<file path="src/rtl/segadd_pkg.sv">
// Package: shared mode type and the carry-window rule for the segmented adder.
// Assumes: segment index 0 is the least significant segment.
package segadd_pkg;

    typedef enum logic {
        CARRY_LOCAL   = 1'b0,
        CARRY_CASCADE = 1'b1
    } carry_mode_e;

    // Number of lower segments whose bits feed the carry into segment seg.
    function automatic int carry_span(input int seg, input int nseg,
                                      input int depth, input carry_mode_e mode);
        int span;
        if (seg == 0) return 0;
        span = 1;
        if (mode == CARRY_CASCADE) begin
            if ((nseg - 1 - seg) < (depth - 1)) span = depth - (nseg - 1 - seg);
        end
        if (span > seg) span = seg;
        if (span < 1) span = 1;
        return span;
    endfunction

endpackage

</file>
<file path="src/rtl/carry_lookahead_gen.sv">
// Module: group carry generator for one segment.
// Computes the segment's group generate and propagate terms and returns
// generate OR (propagate AND carry-in). It produces no sum bits.
// Assumes: operands are unsigned, and SEG_W >= 1.
module carry_lookahead_gen #(
    parameter int SEG_W = 4
) (
    input  logic [SEG_W-1:0] a_i,
    input  logic [SEG_W-1:0] b_i,
    input  logic             cin_i,
    output logic             cout_o
);

    logic [SEG_W-1:0] bit_gen;
    logic [SEG_W-1:0] bit_prop;
    logic             grp_gen;
    logic             grp_prop;

    // Per-bit generate and propagate terms.
    assign bit_gen  = a_i & b_i;
    assign bit_prop = a_i ^ b_i;

    // Fold the bit terms into the group generate and group propagate.
    always_comb begin
        grp_gen  = 1'b0;
        grp_prop = 1'b1;
        for (int i = 0; i < SEG_W; i++) begin
            grp_gen  = bit_gen[i] | (bit_prop[i] & grp_gen);
            grp_prop = grp_prop & bit_prop[i];
        end
    end

    // Carry-out of the segment.
    assign cout_o = grp_gen | (grp_prop & cin_i);

endmodule

</file>
<file path="src/rtl/carry_span_chain.sv">
// Module: cascade of SPAN group carry generators.
// The bottom generator has carry-in 0. The output is the carry out of the
// whole SPAN*SEG_W-bit window.
// Assumes: SPAN >= 1, and the window's LSB is its bit 0.
module carry_span_chain #(
    parameter int SEG_W = 4,
    parameter int SPAN  = 1
) (
    input  logic [SPAN*SEG_W-1:0] a_i,
    input  logic [SPAN*SEG_W-1:0] b_i,
    output logic                  carry_o
);

    localparam int WIN_W = SPAN * SEG_W;

    logic [SPAN:0] link;

    assign link[0] = 1'b0;

    genvar k;
    generate
        for (k = 0; k < SPAN; k++) begin : g_stage
            carry_lookahead_gen #(.SEG_W(SEG_W)) u_gen (
                .a_i   (a_i[k*SEG_W +: SEG_W]),
                .b_i   (b_i[k*SEG_W +: SEG_W]),
                .cin_i (link[k]),
                .cout_o(link[k+1])
            );
        end
    endgenerate

    assign carry_o = link[SPAN];

    // Check: the chained carry equals the arithmetic carry of the window.
    always_comb begin
        logic [WIN_W:0] win_sum;
        win_sum = {1'b0, a_i} + {1'b0, b_i};
        assert_window_carry_R4: assert (carry_o == win_sum[WIN_W])
            else $error("window carry mismatch");
    end

endmodule

</file>
<file path="src/rtl/seg_sum_cell.sv">
// Module: SEG_W-bit ripple adder for a single segment.
// Assumes: the carry-in is supplied by a carry predictor outside this cell.
module seg_sum_cell #(
    parameter int SEG_W = 4
) (
    input  logic [SEG_W-1:0] a_i,
    input  logic [SEG_W-1:0] b_i,
    input  logic             cin_i,
    output logic [SEG_W-1:0] sum_o,
    output logic             cout_o
);

    logic [SEG_W:0] rip;

    // Full-adder ripple inside the segment.
    always_comb begin
        rip[0] = cin_i;
        for (int i = 0; i < SEG_W; i++) begin
            sum_o[i]  = a_i[i] ^ b_i[i] ^ rip[i];
            rip[i+1]  = (a_i[i] & b_i[i]) | (rip[i] & (a_i[i] ^ b_i[i]));
        end
    end

    assign cout_o = rip[SEG_W];

    // Check: the segment result is the modular sum of its inputs and carry-in.
    always_comb begin
        logic [SEG_W:0] ref_seg;
        ref_seg = {1'b0, a_i} + {1'b0, b_i} + {{SEG_W{1'b0}}, cin_i};
        assert_seg_arith_R8: assert ({cout_o, sum_o} == ref_seg)
            else $error("segment sum mismatch");
    end

endmodule

</file>
<file path="src/rtl/segmented_approx_adder.sv">
// Module: segmented-carry approximate adder (top).
// Splits the operands into NUM_SEG segments of SEG_W bits each. A window
// predictor from segadd_pkg::carry_span provides each segment's carry-in.
// The top segment's carry-out becomes the MSB of the sum.
// Assumes: unsigned operands; CHAIN_DEPTH >= 1; purely combinational.
module segmented_approx_adder #(
    parameter int                       SEG_W       = 4,
    parameter int                       NUM_SEG     = 4,
    parameter int                       CHAIN_DEPTH = 3,
    parameter segadd_pkg::carry_mode_e  MODE        = segadd_pkg::CARRY_CASCADE
) (
    input  logic [SEG_W*NUM_SEG-1:0] a_i,
    input  logic [SEG_W*NUM_SEG-1:0] b_i,
    output logic [SEG_W*NUM_SEG:0]   sum_o
);

    localparam int TOTAL_W = SEG_W * NUM_SEG;
    localparam bit FULL_REACH = (MODE == segadd_pkg::CARRY_CASCADE) &&
                                (NUM_SEG <= CHAIN_DEPTH + 1);

    logic [NUM_SEG-1:0] seg_cin;
    logic [NUM_SEG-1:0] seg_cout;
    logic [TOTAL_W-1:0] sum_bits;

    // The lowest segment never receives a carry.
    assign seg_cin[0] = 1'b0;

    genvar s;
    generate
        for (s = 1; s < NUM_SEG; s++) begin : g_carry
            localparam int SPAN = segadd_pkg::carry_span(s, NUM_SEG, CHAIN_DEPTH, MODE);
            localparam int LO   = (s - SPAN) * SEG_W;

            carry_span_chain #(.SEG_W(SEG_W), .SPAN(SPAN)) u_chain (
                .a_i    (a_i[s*SEG_W-1:LO]),
                .b_i    (b_i[s*SEG_W-1:LO]),
                .carry_o(seg_cin[s])
            );

            // Check: a predicted carry implies the real carry-out of the segment below.
            always_comb begin
                assert_cin_implies_cout_R2: assert (!seg_cin[s] || seg_cout[s-1] || SPAN > 1)
                    else $error("predicted carry without lower carry-out");
            end
        end

        for (s = 0; s < NUM_SEG; s++) begin : g_sum
            seg_sum_cell #(.SEG_W(SEG_W)) u_cell (
                .a_i   (a_i[s*SEG_W +: SEG_W]),
                .b_i   (b_i[s*SEG_W +: SEG_W]),
                .cin_i (seg_cin[s]),
                .sum_o (sum_bits[s*SEG_W +: SEG_W]),
                .cout_o(seg_cout[s])
            );
        end
    endgenerate

    // Assemble the result; the MSB is the top segment's carry-out.
    assign sum_o = {seg_cout[NUM_SEG-1], sum_bits};

    // Checks of the whole-word behaviour against the exact sum.
    always_comb begin
        logic [TOTAL_W:0] exact_sum;
        logic [SEG_W:0]   low_sum;
        exact_sum = {1'b0, a_i} + {1'b0, b_i};
        low_sum   = {1'b0, a_i[SEG_W-1:0]} + {1'b0, b_i[SEG_W-1:0]};
        assert_low_segment_R1: assert (sum_o[SEG_W-1:0] == low_sum[SEG_W-1:0])
            else $error("lowest segment not exact");
        assert_never_above_exact_R8: assert (sum_o <= exact_sum)
            else $error("result above exact sum");
        assert_msb_needs_real_carry_R7: assert (!sum_o[TOTAL_W] || exact_sum[TOTAL_W])
            else $error("MSB set without an exact carry");
        if (FULL_REACH) begin
            assert_full_reach_exact_R6: assert (sum_o == exact_sum)
                else $error("cascaded build not exact");
        end
    end

endmodule

</file>
<file path="config.mk">
export PLATFORM = sky130hd
export DESIGN_NAME = segmented_approx_adder
export DESIGN_NICKNAME = d
export VERILOG_FILES = /design/src/rtl/segadd_pkg.sv /design/src/rtl/carry_lookahead_gen.sv /design/src/rtl/carry_span_chain.sv /design/src/rtl/seg_sum_cell.sv /design/src/rtl/segmented_approx_adder.sv
export SDC_FILE = /design/constraint.sdc
export NUM_CORES = 1
export LEC_CHECK = 0
export BUFFER_PORTS_ARGS = -buffer_cell sky130_fd_sc_hd__clkbuf_2
export CAP_MARGIN = 20
export CORE_MARGIN = 2
export CORE_UTILIZATION = 43
export DETAILED_ROUTE_END_ITERATION = 8
export GPL_ROUTABILITY_DRIVEN = 0
export PLACE_DENSITY = 0.95
export RECOVER_POWER = 25
export SLEW_MARGIN = 15
export SYNTH_ARGS = -nofsm -noshare
export SYNTH_HDL_FRONTEND = slang
export SYNTH_SLANG_ARGS = --single-unit
</file>
<file path="constraint.sdc">
create_clock -name vclk -period 9.6
set_clock_uncertainty 0.05 [all_clocks]
set_input_delay 1.92 -clock vclk [all_inputs]
set_output_delay 1.92 -clock vclk [all_outputs]
set_load 0.02 [all_outputs]
</file>
After elaboration in Yosys (flattened, before gate mapping)
Cells that the tools add are included.
{"block": "word_totals", "elab_cells": 102, "output_inout_bits": 17, "register_bits": 0, "input_bits": 32}
{"block": "classes", "n_bitwise": 102}
{"cell": "$and 1x1->1", "n": 42}
{"cell": "$xor 1x1->1", "n": 31}
{"cell": "$or 1x1->1", "n": 23}
{"cell": "$and 4x4->4", "n": 3}
{"cell": "$xor 4x4->4", "n": 3}

Logic depth before layout (Yosys ltp)
Gate-level depths: netlist of the first run.
{"block": "logic_depth", "ltp_word": 19, "ltp_mapped": 18, "depth_no_buf": 17}

Hierarchy
A second synthesis of the first run with hierarchy kept.
{"block": "unflattened", "hier_cells": 115, "hier_area_um2": 953.4}
{"module": "seg_sum_cell", "area_each_um2": 117.6, "seq_area_each_um2": 0.0, "cells_per_inst": 14, "instances": 4}
{"module": "carry_lookahead_gen at g_carry[1].u_chain.g_stage[0].u_gen ...", "area_each_um2": 76.3, "seq_area_each_um2": 0.0, "cells_per_inst": 9, "instances": 4}
{"module": "carry_lookahead_gen at g_carry[3].u_chain.g_stage[1].u_gen ...", "area_each_um2": 77.6, "seq_area_each_um2": 0.0, "cells_per_inst": 9, "instances": 2}
{"module": "carry_span_chain", "area_each_um2": 3.8, "seq_area_each_um2": 0.0, "cells_per_inst": 1, "instances": 3}
{"module": "segmented_approx_adder", "area_each_um2": 11.3, "seq_area_each_um2": 0.0, "cells_per_inst": 2, "instances": 1}

Worst setup path after synthesis of the first run
No wires, ideal clock.
{"block": "synth_path", "path_kind": "input-to-output", "startpoint": "input port a_i[0]", "endpoint": "output port sum_o[15]", "t_arrival_ns": 5.320, "required_time_ns": 7.630, "setup_slack_ns": 2.310, "n_path_buf": 0, "path_stages": 17, "cell_sequence": "ha_1 > fa_1 > fa_1 > inv_1 > fa_1 > and4b_1 > a21oi_2 > o21ai_2 > a211o_1 > fa_1 > inv_1 > fa_1 > inv_1 > fa_1 > inv_1 > fa_1 > inv_1"}
{"block": "synth_between", "elab_chain_len": 18}
{"element": "from (decl)", "line": "segmented_approx_adder.sv:12", "rtl": "input logic [SEG_W*NUM_SEG-1:0] a_i,"}
{"element": "$and 4x4->4", "line": "carry_lookahead_gen.sv:20", "rtl": "assign bit_gen = a_i & b_i;"}
{"element": "$and 1x1->1", "line": "carry_lookahead_gen.sv:28", "rtl": "grp_gen = bit_gen[i] | (bit_prop[i] & grp_gen);"}
{"element": "$or 1x1->1", "line": "carry_lookahead_gen.sv:28"}
{"element": "$and 1x1->1", "line": "carry_lookahead_gen.sv:28"}
{"element": "$or 1x1->1", "line": "carry_lookahead_gen.sv:28"}
{"element": "$and 1x1->1", "line": "carry_lookahead_gen.sv:28"}
{"element": "$or 1x1->1", "line": "carry_lookahead_gen.sv:28"}
{"element": "$and 1x1->1", "line": "carry_lookahead_gen.sv:34", "rtl": "assign cout_o = grp_gen | (grp_prop & cin_i);"}
{"element": "[2 not listed]"}
{"element": "$or 1x1->1", "line": "carry_lookahead_gen.sv:34"}
{"element": "$and 1x1->1", "line": "seg_sum_cell.sv:20", "rtl": "rip[i+1] = (a_i[i] & b_i[i]) | (rip[i] & (a_i[i] ^ b_i[i]));"}
{"element": "$or 1x1->1", "line": "seg_sum_cell.sv:20"}
{"element": "$and 1x1->1", "line": "seg_sum_cell.sv:20"}
{"element": "$or 1x1->1", "line": "seg_sum_cell.sv:20"}
{"element": "$and 1x1->1", "line": "seg_sum_cell.sv:20"}
{"element": "$or 1x1->1", "line": "seg_sum_cell.sv:20"}
{"element": "$xor 1x1->1", "line": "seg_sum_cell.sv:19", "rtl": "sum_o[i] = a_i[i] ^ b_i[i] ^ rip[i];"}
{"element": "to (decl)", "line": "segmented_approx_adder.sv:14", "rtl": "output logic [SEG_W*NUM_SEG:0] sum_o"}
No other way between the ends.

Final worst setup path of the first run
Same ends and word-level chain as after synthesis.

==> flow_summary.toml, run 1 <==
[critical_path]
start_kind = "primary input"
worstPathMaxFanout = 2
arrival_ps = 5690
cp.required_ps = 7630
worstSetupPathType = "primary input to primary output"
crit_path_end_kind = "primary output"

[cells_and_area]
multiInputGateArea_um2 = 464
n_sequential_cell = 0
n_fill_cell = 93
final_area_um2 = 808
synthToLayoutAreaGrowth_pct = 44.8
final_nets = 162
stdcell_count = 120
antenna_cells = 0
regArea_um2 = 0
num-clock-buffers = 0
final_common_cell = "clkbuf_2"
layout_common_cells = "clkbuf_2, inv_1, fa_1"
drive_gt1_frac = 0.443

[floorplanning]
initial_core_util = 0.483
dieArea_um2 = 1600
die_y_um = 40.0
placementRows = 12
io_pins = 49
die_w_um = 40.0
core_region_area_um2 = 1160

[power]
pwr_density_cell_nw_per_um2 = 79.9
pwr-share-seq = 0
p_switching_mw = 0.0401
switching_share = 0.621
clockPowerShare = 0
internal_power_mw = 0.0245
vdd_drop_max_v = 0.0000376
p_leak_nw = 0.516
comb_power_share = 1.000

[timing]
timing.fmax_mhz = 130
rsz0062_at_grt = "no"
hold_violations = 0
setup_violations = 0
worstMarginPinSlew_ps = 253
fin_crit_ps = 7660
fin_crit_sh = 0.798
fin_ws_ps = 1940
slew_viol_final = 0
max-slew-margin-rel = 0.831
tns_ps = 0

[detailed_routing]
met1_length_um = 346
wirelength_um = 1290
wl_met2_um = 829
vias = 564
drt_iter0_markers = 3
postRouteAntennaNets = 0
vias_per_cell = 4.70
wl_met3_um = 118
drc_errors = 0
top_layer_used = "met3"
first_pass_iters = 3
wl_per_cell_um = 10.8

[clocking]
cts_resized = 0
ctsHoldBuffers = 0
cts_setup_buffers = 0

[synth]
synth-seq-area-share = 0
ys_top_cells_by_area = "fa_1, ha_1, inv_1"
yosysWarnings = 0
netlist.area_leader.share = 0.466
syn_avg_cell_area_um2 = 9.62
synth_cell_types = 13
synth_cells = 58
synth_area_um2 = 558
synth_top_area_cell = "fa_1"
syn_nets = 112

[global_routing]
grt_pass1_wl_um = 2130
first_global_vias = 569
antenna_found_initial = 0
grt_max_degree = 4
track_usage = 0.193
grt-ovfl-total = 0

[hold_path]
hold_path_class = "primary input to primary output"

[placed_design]
place_area_um2 = 813
hpwl_um = 1310
pre_cts_ws_ps = 1880
dp.cells = 120
portBuffers = 49

[job]
maxCapViolCount = 0

[outcome]
outcome = "completed"
## logic make-up (layout without fill, tap and decap cells)
logic type / count (synthesis) / in the layout / synth area share
simple gates: 3 / 3 / 0.0404
compound gates: 7 / 7 / 0.0919
xor+xnor: 2 / 2 / 0.0314
fa+ha+maj: 22 / 22 / 0.668
buf+inv: 24 / 72 / 0.168
## per-layer routing
layer,track usage,vias to the layer above
li1,-,270
met4,0.0172,0
met3,0.00556,0
met5,0,-
met2,0.435,28
met1,0.188,266
## through the flow
stage | hold slack (ps) | total power, mW | utilization
global placement | 4130 | 0.0626 | 0.703
detailed placement | 4160 | 0.0664 | 0.703
floorplan | 3990 | 0.0440 | -
global route | 4210 | 0.0720 | 0.699
CTS | 4160 | 0.0666 | 0.703
finish | 4190 | 0.0646 | 0.699
## area by class of cell
type,count,share of cell area
well taps,14,0.0217
inverters,23,0.107
repair buffers,49,0.297
multi-input cells,34,0.574
## path summary, 6_finish.rpt
path | from | to | slack [ps] | depth (start not counted)
worst min-delay path | b_i[12] | sum_o[12] | 4190 | 3
worst max-delay path | a_i[0] | sum_o[15] | 1940 | 19
## power groups by stage
stage	sequential [mW]	clock (mW)	combinational [mW]
floorplan	0	0	0.0440
global placement	0	0	0.0626
detailed placement	0	0	0.0664
CTS	0	0	0.0666
global route	0	0	0.0720
finish	0	0	0.0646
## critical path: stages
cell      delay [ps]
clkbuf_2          90
ha_1             210
fa_1             390
fa_1             370
inv_1             80
fa_1             210
and4b_1          210
a21oi_2          140
o21ai_2           80
a211o_1          280
fa_1             350
inv_1             70
fa_1             160
inv_1             50
fa_1             370
inv_1             80
fa_1             410
inv_1             60
clkbuf_2         160
## synth_stat cells
library cell and number:
ha_1 9, xor2_1 2, buf_4 1, a21oi_2 1, inv_1 23, and4b_1 1
o21ai_2 1, a211oi_1 2, a211o_1 1, and4_1 1, nor2_1 1, o21ai_0 2
fa_1 13
Note: power is estimated with default switching activity, not from simulation.
==> run 2: changes to the inputs <==
--- a/config.mk
+++ b/config.mk
@@ -8,10 +8,10 @@
 export BUFFER_PORTS_ARGS = -buffer_cell sky130_fd_sc_hd__clkbuf_2
 export CAP_MARGIN = 20
 export CORE_MARGIN = 2
-export CORE_UTILIZATION = 43
+export CORE_UTILIZATION = 36
 export DETAILED_ROUTE_END_ITERATION = 8
 export GPL_ROUTABILITY_DRIVEN = 0
-export PLACE_DENSITY = 0.95
+export PLACE_DENSITY = 0.85
 export RECOVER_POWER = 25
 export SLEW_MARGIN = 15
 export SYNTH_ARGS = -nofsm -noshare
==> constraint.sdc (replaced) <==
create_clock -name vclk -period 6.9
set_clock_uncertainty 0.05 [all_clocks]
set_input_delay 1.38 -clock vclk [all_inputs]
set_output_delay 1.38 -clock vclk [all_outputs]
set_load 0.02 [all_outputs]
==> run 2 against run 1 <==
Against the previous run: worst setup slack worse by 1500 ps; combinational power rose by 37%; critical path depth is the same; routed wire length is 12% lower; total power grew 36%; sequential share of layout area unchanged; highest routed layer unchanged; hold slack worse by 1100 ps; via count is 1.1% lower; cell count rose by 1.7%.
==> flow_summary.toml, run 2 (synthesis results as in run 1) <==
[outcome]
outcome = "completed"

[detailed_routing]
wirelength_um = 1130
first_pass_iters = 4
postRouteAntennaNets = 0
wl_per_cell_um = 9.28
wl_met2_um = 648
vias_per_cell = 4.57
met1_length_um = 350
top_layer_used = "met3"
vias = 558
wl_met3_um = 133
drc_errors = 0
drt_iter0_markers = 1

[global_routing]
first_global_vias = 557
grt_pass1_wl_um = 1910
grt-ovfl-total = 0
antenna_found_initial = 0
grt_max_degree = 4
track_usage = 0.127

[cells_and_area]
drive_gt1_frac = 0.443
n_sequential_cell = 0
final_nets = 162
num-clock-buffers = 0
synthToLayoutAreaGrowth_pct = 45.3
final_common_cell = "clkbuf_2"
antenna_cells = 0
n_fill_cell = 146
regArea_um2 = 0
layout_common_cells = "clkbuf_2, inv_1, fa_1"
multiInputGateArea_um2 = 464

[power]
p_leak_nw = 0.516
pwr_density_cell_nw_per_um2 = 109
vdd_drop_max_v = 0.0000469

[critical_path]
arrival_ps = 5070
path_cells = "clkbuf_2, ha_1, fa_1, fa_1, inv_1, fa_1, and4b_1, a21oi_2, o21ai_2, a211o_1, fa_1, inv_1, fa_1, inv_1, fa_1, inv_1, fa_1, inv_1, clkbuf_2"
path_common_cell = "fa_1"
critPathBufInv = 7
worstSetupPathType = "primary input to primary output"
worstPathMaxFanout = 2
crit_path_end_kind = "primary output"
cp_slowest_cell = "fa_1"
max_stage_delay_ps = 400
start_kind = "primary input"
cp.required_ps = 5470
cpLargestDelayFamily = "adder cells"

[clocking]
ctsHoldBuffers = 0
cts_resized = 0
cts_setup_buffers = 0

[floorplanning]
die_w_um = 43.4
io_pins = 49
core_region_area_um2 = 1470
initial_core_util = 0.379
dieArea_um2 = 1880
placementRows = 14
die_y_um = 43.4

[timing]
slew_viol_final = 0
worstMarginPinSlew_ps = 246
rsz0062_at_grt = "no"
fin_crit_ps = 6500
fin_ws_ps = 404
timing.fmax_mhz = 154
max-slew-margin-rel = 0.835
hold_violations = 0
fin_crit_sh = 0.941
setup_violations = 0
tns_ps = 0

[placed_design]
hpwl_um = 1160
pre_cts_ws_ps = 373
portBuffers = 49

[hold_path]
hold_path_class = "primary input to primary output"

[job]
maxCapViolCount = 0
-- run 2: cell counts in the layout (fill, tap and decap cells not counted) --
Identical to the previous run, type by type.
-- run 2: through the flow --
| stage | std cells | util | hold slack [ps] | cell area [µm²] | power (mW) |
|---|---|---|---|---|---|
| 6_report | 122 | 0.551 | 3110 | 811 | 0.0882 |
| 5_1_grt | 122 | 0.551 | 3130 | 811 | 0.0983 |
| 4_1_cts | 122 | 0.554 | 3070 | 816 | 0.0913 |
| 3_5_place_dp | 122 | 0.554 | 3070 | 816 | 0.0906 |
| 3_3_place_gp | 122 | 0.554 | 3060 | 816 | 0.0877 |
| 2_1_floorplan | 58 | - | 2910 | 558 | 0.0613 |
-- run 2: final cells by class --
class                           instances  share of cell area
Timing Repair Buffer                   49               0.296
Multi-Input combinational cell         34               0.573
Inverter                               23               0.106
Tap cell                               16              0.0247
-- run 2: metal layers --
metal | up-vias | track usage
met5 | - | 0
met4 | 0 | 0
met3 | 0 | 0.00833
met2 | 32 | 0.287
met1 | 254 | 0.127
li1 | 272 | -
-- run 2: final timing paths --
check | start | to | slack [ps] | cells after the start
worst max-delay path | a_i[0] | sum_o[15] | 400 | 19
worst min-delay path | b_i[12] | sum_o[12] | 3110 | 3
-- run 2: tightest hold or removal path, cell delays in order --
cell and delay, ps:
clkbuf_2 90, fa_1 150, clkbuf_2 160
-- run 2: report_power, final --
part,internal (mW),switching [mW]
Clock,0,0
Combinational,0.0337,0.0545
Sequential,0,0
Total,0.0337,0.0545
==> run 3: changes to the inputs <==
--- a/config.mk
+++ b/config.mk
@@ -7,11 +7,13 @@
 export LEC_CHECK = 0
 export BUFFER_PORTS_ARGS = -buffer_cell sky130_fd_sc_hd__clkbuf_2
 export CAP_MARGIN = 20
+export CELL_PAD_IN_SITES_DETAIL_PLACEMENT = 0
+export CELL_PAD_IN_SITES_GLOBAL_PLACEMENT = 1
 export CORE_MARGIN = 2
-export CORE_UTILIZATION = 36
+export CORE_UTILIZATION = 24
 export DETAILED_ROUTE_END_ITERATION = 8
 export GPL_ROUTABILITY_DRIVEN = 0
-export PLACE_DENSITY = 0.85
+export PLACE_DENSITY = 0.84
 export RECOVER_POWER = 25
 export SLEW_MARGIN = 15
 export SYNTH_ARGS = -nofsm -noshare
==> run 3 against run 2 <==
Against the previous run: first-iteration DRC count decreased by 100%; largest power group unchanged; die area increased by 45%; core utilization decreased by 18 points; flip-flop and latch count unchanged; critical path depth unchanged; final area increased by 1.9%; fmax decreased by 0.14%.
==> flow_summary.toml, run 3 (synthesis results as in run 1) <==
[outcome]
outcome = "completed"

[global_routing]
grt_pass1_wl_um = 1790
grt-ovfl-total = 0
antenna_found_initial = 0
first_global_vias = 516
grtUsageMet3 = 0.00286
met2_usage = 0.152
track_usage = 0.0799
grt.busiest_layer = "met2"
grt_use_met1 = 0.106
grt_max_degree = 4

[critical_path]
cp.required_ps = 5470
crit_path_end_kind = "primary output"
start_kind = "primary input"
worstSetupPathType = "primary input to primary output"
arrival_ps = 5080
worstPathMaxFanout = 2

[detailed_routing]
vias_per_cell = 4.08
drt_iter0_markers = 0
wirelength_um = 1090
first_pass_iters = 1
wl_per_cell_um = 8.10
postRouteAntennaNets = 0
drc_errors = 0
vias = 547

[timing]
fin_crit_ps = 6510
fin_crit_sh = 0.943
tns_ps = 0
timing.fmax_mhz = 154
hold_violations = 0
max-slew-margin-rel = 0.820
worstMarginPinSlew_ps = 268
setup_violations = 0
slew_viol_final = 0
rsz0062_at_grt = "no"

[floorplanning]
core_region_area_um2 = 2210
placementRows = 17
dieArea_um2 = 2730
die_y_um = 52.2
die_w_um = 52.2
initial_core_util = 0.252
io_pins = 49

[clocking]
cts_resized = 0
cts_setup_buffers = 0
ctsHoldBuffers = 0

[cells_and_area]
num-clock-buffers = 0
final_nets = 162
n_sequential_cell = 0
layout_common_cells = "clkbuf_2, inv_1, fa_1"
synthToLayoutAreaGrowth_pct = 48.0
multiInputGateArea_um2 = 464
drive_gt1_frac = 0.443
n_fill_cell = 245
antenna_cells = 0
regArea_um2 = 0
final_area_um2 = 826
final_common_cell = "clkbuf_2"

[placed_design]
portBuffers = 49
place_area_um2 = 831
hpwl_um = 1100

[hold_path]
hold_path_class = "primary input to primary output"

[power]
p_leak_nw = 0.516
pwr_density_cell_nw_per_um2 = 106
vdd_drop_max_v = 0.0000437

[job]
maxCapViolCount = 0
==> run 3: where the power goes <==
| group | leakage [nW] | internal, mW | total (mW) | switching (mW) |
|---|---|---|---|---|
| clock | 0 | 0 | 0 | 0 |
| sequential | 0 | 0 | 0 | 0 |
| combinational | 0.516 | 0.0335 | 0.0876 | 0.0541 |
| total | 0.516 | 0.0335 | 0.0876 | 0.0541 |
==> run 3: metrics by stage <==
step	hold WS (ps)	total power [mW]	std cells	worst slack, ps	utilization
floorplan	2910	0.0613	58	690	-
global placement	3050	0.0885	134	387	0.376
detailed placement	3050	0.0901	134	357	0.376
CTS	3060	0.0906	134	349	0.376
global route	3140	0.0983	134	156	0.373
finish	3110	0.0876	134	395	0.373
==> run 3: path summary, 6_finish.rpt <==
| kind | start | end | slack (ps) | cells past startpoint |
|---|---|---|---|---|
| worst max-delay path | a_i[0] | sum_o[15] | 390 | 19 |
| worst min-delay path | b_i[14] | sum_o[14] | 3110 | 3 |
==> run 3: critical path, cell delays in order <==
cell,delay [ps]
clkbuf_2,80
ha_1,200
fa_1,370
fa_1,360
inv_1,80
fa_1,210
and4b_1,220
a21oi_2,140
o21ai_2,80
a211o_1,280
fa_1,360
inv_1,70
fa_1,150
inv_1,50
fa_1,350
inv_1,80
fa_1,400
inv_1,60
clkbuf_2,160
==> run 3: final cells by class <==
type	count	area share
inverter	23	0.105
multi-input combinational	34	0.562
tap	28	0.0424
timing repair buffer	49	0.291
==> run 3: metal layers <==
| layer | vias up | wire length, µm |
|---|---|---|
| met5 | - | 0 |
| met4 | 0 | 0 |
| met3 | 0 | 132 |
| met2 | 34 | 495 |
| met1 | 243 | 458 |
| li1 | 270 | - |
